## config.mk

```make
export PLATFORM = sky130hd
export DESIGN_NAME = hpirq_regblk
export DESIGN_NICKNAME = d
export VERILOG_FILES = /design/src/rtl/hpirq_pkg.sv /design/src/rtl/hpirq_decode.sv /design/src/rtl/hpirq_regs.sv /design/src/rtl/hpirq_latch.sv /design/src/rtl/hpirq_regblk.sv
export SDC_FILE = /design/constraint.sdc
export NUM_CORES = 1
export LEC_CHECK = 0
export BUFFER_PORTS_ARGS = -buffer_cell sky130_fd_sc_hd__buf_2
export CAP_MARGIN = 30
export CORE_MARGIN = 4
export CORE_UTILIZATION = 30
export CTS_CLUSTER_SIZE = 16
export DETAILED_ROUTE_END_ITERATION = 6
export PLACE_DENSITY_LB_ADDON = 0.08
export SLEW_MARGIN = 20
export SYNTH_ARGS = -nofsm -noshare
export SYNTH_HDL_FRONTEND = slang
export SYNTH_SLANG_ARGS = --single-unit
```

## constraint.sdc

```tcl
create_clock -name clk -period 3 [get_ports clk]
set_input_delay 0.6 -clock clk [delete_from_list [all_inputs] [get_ports clk]]
set_output_delay 0.6 -clock clk [all_outputs]
set_load 0.02 [all_outputs]
```

## src/rtl/hpirq_pkg.sv

```systemverilog
package hpirq_pkg;

    localparam int DATA_W   = 32;
    localparam int NUM_REGS = 6;

    // register slots
    localparam int IX_DESC_A = 0;
    localparam int IX_DESC_B = 1;
    localparam int IX_CTRL   = 2;
    localparam int IX_ISTAT  = 3;
    localparam int IX_SWSET  = 4;
    localparam int IX_SWCLR  = 5;

    // byte offsets of the slots, indexed by slot number
    localparam int unsigned SLOT_OFFSET [NUM_REGS] = '{
        32'h028, 32'h02C, 32'h04C, 32'h050, 32'h1F0, 32'h1F4
    };

    // data bits with side effects
    localparam int DESCB_SET_BIT  = 29;
    localparam int CTRL_CLR_BIT   = 16;
    localparam int ISTAT_CLR_LO   = 16;
    localparam int ISTAT_CLR_HI   = 29;
    localparam int CTRL_READY_BIT = 17;

endpackage

```

## src/rtl/hpirq_decode.sv

```systemverilog
module hpirq_decode
    import hpirq_pkg::*;
#(
    parameter int ADDR_W = 12
) (
    input  logic                req_valid,
    input  logic                req_write,
    input  logic [ADDR_W-1:0]   req_addr,
    input  logic [DATA_W-1:0]   req_wdata,
    output logic [NUM_REGS-1:0] sel_o,
    output logic                hit_o,
    output logic                irq_set_o,
    output logic                irq_clr_o
);

    logic [NUM_REGS-1:0] match;

    genvar gi;
    generate
        for (gi = 0; gi < NUM_REGS; gi++) begin : g_match
            assign match[gi] = (req_addr == ADDR_W'(SLOT_OFFSET[gi]));
        end
    endgenerate

    logic wr;

    always_comb begin
        wr        = req_valid && req_write;
        sel_o     = match;
        hit_o     = |match;
        irq_set_o = wr && (match[IX_SWSET] ||
                           (match[IX_DESC_B] && req_wdata[DESCB_SET_BIT]));
        irq_clr_o = wr && (match[IX_SWCLR] ||
                           (match[IX_CTRL] && req_wdata[CTRL_CLR_BIT]) ||
                           (match[IX_ISTAT] && (req_wdata[ISTAT_CLR_LO] ||
                                                req_wdata[ISTAT_CLR_HI])));
    end

endmodule

```

## src/rtl/hpirq_regs.sv

```systemverilog
module hpirq_regs
    import hpirq_pkg::*;
(
    input  logic                clk,
    input  logic                rst_n,
    input  logic                req_valid,
    input  logic                req_write,
    input  logic [NUM_REGS-1:0] sel_i,
    input  logic [DATA_W-1:0]   req_wdata,
    output logic                ack_o,
    output logic [DATA_W-1:0]   rdata_o
);

    typedef struct packed {
        logic [NUM_REGS-1:0][DATA_W-1:0] regs;
        logic                            ack;
        logic [DATA_W-1:0]               rdata;
    } regs_state_t;

    regs_state_t st_d, st_q;
    logic [NUM_REGS-1:0] wr_en;
    logic [NUM_REGS-1:0] rd_en;

    genvar gi;
    generate
        for (gi = 0; gi < NUM_REGS; gi++) begin : g_en
            assign wr_en[gi] = req_valid &&  req_write && sel_i[gi];
            assign rd_en[gi] = req_valid && !req_write && sel_i[gi];
        end
    endgenerate

    always_comb begin
        st_d       = st_q;
        st_d.ack   = req_valid;
        st_d.rdata = '0;
        for (int i = 0; i < NUM_REGS; i++) begin
            if (wr_en[i]) st_d.regs[i] = req_wdata;
            if (rd_en[i]) st_d.rdata   = st_d.rdata | st_q.regs[i];
        end
        if (rd_en[IX_CTRL]) st_d.rdata[CTRL_READY_BIT] = 1'b1;
    end

    always_ff @(posedge clk) begin
        if (!rst_n) st_q <= '0;
        else        st_q <= st_d;
    end

    assign ack_o   = st_q.ack;
    assign rdata_o = st_q.rdata;

    AST_SEL_ONEHOT: assert property (@(posedge clk) disable iff (!rst_n)
        $onehot0(sel_i));
    AST_STORE_WORD: assert property (@(posedge clk) disable iff (!rst_n)
        wr_en[IX_DESC_A] |=> st_q.regs[IX_DESC_A] == $past(req_wdata));

endmodule

```

## src/rtl/hpirq_latch.sv

```systemverilog
module hpirq_latch (
    input  logic clk,
    input  logic rst_n,
    input  logic set_i,
    input  logic clr_i,
    output logic irq_o
);

    typedef struct packed {
        logic irq;
    } latch_state_t;

    latch_state_t st_d, st_q;

    always_comb begin
        st_d = st_q;
        if (set_i)      st_d.irq = 1'b1;
        else if (clr_i) st_d.irq = 1'b0;
    end

    always_ff @(posedge clk) begin
        if (!rst_n) st_q <= '0;
        else        st_q <= st_d;
    end

    assign irq_o = st_q.irq;

    AST_SET_RAISES: assert property (@(posedge clk) disable iff (!rst_n)
        set_i |=> irq_o);
    AST_CLR_LOWERS: assert property (@(posedge clk) disable iff (!rst_n)
        (clr_i && !set_i) |=> !irq_o);
    AST_IRQ_HOLDS: assert property (@(posedge clk) disable iff (!rst_n)
        (!set_i && !clr_i) |=> $stable(irq_o));

endmodule

```

## src/rtl/hpirq_regblk.sv

```systemverilog
module hpirq_regblk
    import hpirq_pkg::*;
#(
    parameter int ADDR_W = 12
) (
    input  logic              clk,
    input  logic              rst_n,
    input  logic              req_valid,
    input  logic              req_write,
    input  logic [ADDR_W-1:0] req_addr,
    input  logic [31:0]       req_wdata,
    output logic              rsp_ack,
    output logic [31:0]       rsp_rdata,
    output logic              irq_o
);

    logic [NUM_REGS-1:0] sel;
    logic                hit;
    logic                irq_set;
    logic                irq_clr;

    hpirq_decode #(.ADDR_W(ADDR_W)) u_decode (
        .req_valid (req_valid),
        .req_write (req_write),
        .req_addr  (req_addr),
        .req_wdata (req_wdata),
        .sel_o     (sel),
        .hit_o     (hit),
        .irq_set_o (irq_set),
        .irq_clr_o (irq_clr)
    );

    hpirq_regs u_regs (
        .clk       (clk),
        .rst_n     (rst_n),
        .req_valid (req_valid),
        .req_write (req_write),
        .sel_i     (sel),
        .req_wdata (req_wdata),
        .ack_o     (rsp_ack),
        .rdata_o   (rsp_rdata)
    );

    hpirq_latch u_latch (
        .clk   (clk),
        .rst_n (rst_n),
        .set_i (irq_set),
        .clr_i (irq_clr),
        .irq_o (irq_o)
    );

    AST_ACK_AFTER_REQ: assert property (@(posedge clk) disable iff (!rst_n)
        req_valid |=> rsp_ack);
    AST_NO_SPURIOUS_ACK: assert property (@(posedge clk) disable iff (!rst_n)
        !req_valid |=> !rsp_ack);
    AST_CTRL_READY: assert property (@(posedge clk) disable iff (!rst_n)
        (req_valid && !req_write && sel[IX_CTRL]) |=> rsp_rdata[CTRL_READY_BIT]);
    AST_UNMAPPED_RD_ZERO: assert property (@(posedge clk) disable iff (!rst_n)
        (req_valid && !req_write && !hit) |=> rsp_rdata == '0);
    AST_UNMAPPED_WR_INERT: assert property (@(posedge clk) disable iff (!rst_n)
        (req_valid && req_write && !hit) |=> $stable(irq_o));
    AST_DESCA_INERT: assert property (@(posedge clk) disable iff (!rst_n)
        (req_valid && req_write && sel[IX_DESC_A]) |=> $stable(irq_o));
    AST_DESCB_SETS: assert property (@(posedge clk) disable iff (!rst_n)
        (req_valid && req_write && sel[IX_DESC_B] && req_wdata[DESCB_SET_BIT])
        |=> irq_o);
    AST_ISTAT_CLEARS: assert property (@(posedge clk) disable iff (!rst_n)
        (req_valid && req_write && sel[IX_ISTAT] &&
         (req_wdata[ISTAT_CLR_LO] || req_wdata[ISTAT_CLR_HI])) |=> !irq_o);

endmodule

```

==> flow_summary.json <==
{
  "drt_iter0_drc": 644,
  "drive_above_1_share_pct": 20.6,
  "antenna_cells": 0,
  "pin_count": 82,
  "place.gp.congestion": 0.800,
  "yosysSeqAreaShare_pct": 45.1,
  "post_cts_buffers": 0,
  "skew_ns": 0.00656,
  "hpwlAfterDp_um": 21500,
  "io_buffers": 81,
  "ys_warn_count": 0,
  "syn-instance-count": 1182,
  "r2r_slack_ns": 1.69,
  "tightestPinTransition_ns": 0.727,
  "cp_slowest_cell": "or4b_1",
  "synth_area_sq_um": 9980,
  "tns_ns": 0,
  "hold_depth": 3,
  "grt_remaining_overflow": 0,
  "fin_crit_sh_pct": 72.6,
  "vias_per_cell": 5.51,
  "grt_max_degree": 67,
  "rows": 66,
  "worst_ep_arrival_time_ns": 2.61,
  "cts_buffers": 27,
  "cts_tree": "done",
  "synth.top_cell.area_share_pct": 45.1,
  "hold-worst-slack_ns": 0.373,
  "crit_family": "simple AND/OR/NAND/NOR gates",
  "power_w": 0.00669,
  "cts_hold_buf": 0,
  "yosysTopAreaCell": "dfxtp_1",
  "fin_nets": 1228,
  "seq_area_sq_um": 4500,
  "reg2reg_depth": 4,
  "worst-path-buf-inv": 3,
  "yosys_most_used_dff": "dfxtp_1",
  "path_common_cell": "buf_4",
  "cp.depth": 7,
  "first_pass_iters": 5,
  "synth_area_per_cell_sq_um": 8.44,
  "maxCapViolations": 0,
  "start_kind": "input pin",
  "setup_viol": 0,
  "cts_root_buf": "clkbuf_16",
  "grt_pass1_vias": 8883,
  "crit_path_end_kind": "register",
  "rsz0062_at_grt": "false",
  "synth.area.top_cells": "dfxtp_1, a21oi_1, nand3_1, o21ai_0, mux2_2",
  "drc": 0,
  "cts_sinks": 225,
  "start_util_pct": 30.5,
  "fmax_ghz": 0.459,
  "leakage_nw": 3.84,
  "max-slew-margin-rel_pct": 51.5,
  "synth_edf_count": 0,
  "synth_cell_types": 49,
  "maxSlewViolCount": 0,
  "drt_wl_total_um": 36800,
  "core_area_sq_um": 32700,
  "wl_per_cell_um": 22.4,
  "insertion_delay_ns": 0.53,
  "worstSetupPathType": "input pin to register",
  "ys_async_sr_fraction_pct": 0,
  "path_max_fanout": 16,
  "die_x_um": 190,
  "routed-via-count": 9046,
  "timing.final.crit_period_ns": 2.18,
  "grt_pass1_wl_um": 56300,
  "postRouteAntennaNets": 0,
  "nFillCells": 3401,
  "areaGrowthSynthToFinish_pct": 16.6,
  "antenna_found_initial": 0,
  "synth-seq-cells": 225,
  "post_cts_resize_count": 0,
  "hold_path_class": "input pin to register",
  "dieArea_sq_um": 36200,
  "clkTransAtPathRegs_ns": 0.06,
  "peakVddDrop_uv": 379,
  "synth_nets": 1230,
  "cp_cell_sequence": "buf_2, or4b_1, buf_4, nor4b_4, buf_4, a22oi_1, a21oi_1",
  "htreeDepth": 1,
  "final-hold-violation-count": 0,
  "status": "completed",
  "slowest_delay_ns": 0.54,
  "die_h_um": 190,
  "p_per_area_nw_per_um2": 575,
  "grt_usage_pct": 19.7,
  "multi_input_area_sq_um": 4670,
  "worstPathRequired_ns": 3.43,
  "cts_buffer_depth": 3
}
==> synthesized netlist by cell type, types with 7 or more instances <==
cell type,n
dfxtp_1,225
mux2_2,52
o21ai_0,143
a21oi_1,224
buf_4,37
o21ai_1,50
a32oi_1,7
buf_2,22
nand3_1,195
clkbuf_1,92
nor3_1,8
a22oi_1,53
==> per-stage QoR <==
stage | setup WS, ns | instance area [sq um] | instances | util, %
6_report | 0.822 | 11600 | 1642 | 35.6
3_5_place_dp | 0.294 | 10700 | 1593 | 32.7
3_3_place_gp | 0.281 | 10700 | 1593 | 32.7
4_1_cts | 0.843 | 11600 | 1642 | 35.6
5_1_grt | 0.737 | 11600 | 1642 | 35.6
2_1_floorplan | 0.687 | 9980 | 1182 | -
==> state kept, by name, indices dropped and copies added, names as in the netlist <==
register	flops
u_regs.st_q	191
u_regs.rdata_o	32
u_latch.irq_o	1
u_regs.ack_o	1
==> worst min-delay path: cells and delay by family <==
| family | cells | cell delay (ns) |
|---|---|---|
| AOI/OAI and AO/OA | 1 | 0.06 |
| buffers and inverters | 1 | 0.14 |
| and+or+nand+nor | 1 | 0.07 |
==> where the power goes <==
group	internal (W)	switching [W]
combinational	0.0000725	0.000231
sequential	0.00299	0.000000310
clock	0.00208	0.00131
total	0.00514	0.00154
==> routing by layer <==
metal / vias up / global-route usage (%) / part of all wire (%)
li1: 4310 / - / -
met1: 4441 / 29.1 / 48
met2: 247 / 30.8 / 45
met3: 48 / 2.45 / 5.0
met4: 0 / 4.34 / 2.1
met5: - / 0 / 0
==> kinds of logic (layout without fill, tap and decap cells) <==
| group | count (synthesis) | count (layout) | share of synthesized area, % |
|---|---|---|---|
| compound gates | 490 | 490 | 26.6 |
| buf+inv | 169 | 187 | 8.49 |
| flops | 225 | 225 | 45.1 |
| mux | 55 | 55 | 6.17 |
| simple gates | 243 | 243 | 13.6 |
==> worst paths after layout <==
path / start / endpoint
setup / recovery: req_addr[9] / u_regs.rdata_o[8]
hold / removal: req_wdata[6] / u_regs.st_q[39]
setup reg to reg: u_regs.st_q[126] / u_regs.rdata_o[29]
hold reg to reg: u_regs.st_q[54] / u_regs.st_q[54]
==> area by class of cell <==
cell class	instances	share of cell area (%)
tap	442	4.75
sequential	225	38.7
clock buffer	41	7.21
inverter	6	0.237
clock inverter	8	0.774
multi-input combinational	788	40.1
timing repair buffer	132	8.20
==> cells in the final DEF (no fill, tap or decap), types with 7 or more instances in the layout <==
| master | instances |
|---|---|
| a21oi_1 | 224 |
| a22oi_1 | 53 |
| a32oi_1 | 7 |
| buf_12 | 13 |
| buf_2 | 80 |
| buf_4 | 39 |
| clkbuf_16 | 27 |
| clkbuf_8 | 11 |
| dfxtp_1 | 225 |
| mux2_2 | 52 |
| nand3_1 | 195 |
| o21ai_0 | 143 |
| o21ai_1 | 50 |
No activity file was read; power rests on OpenSTA's default activity.
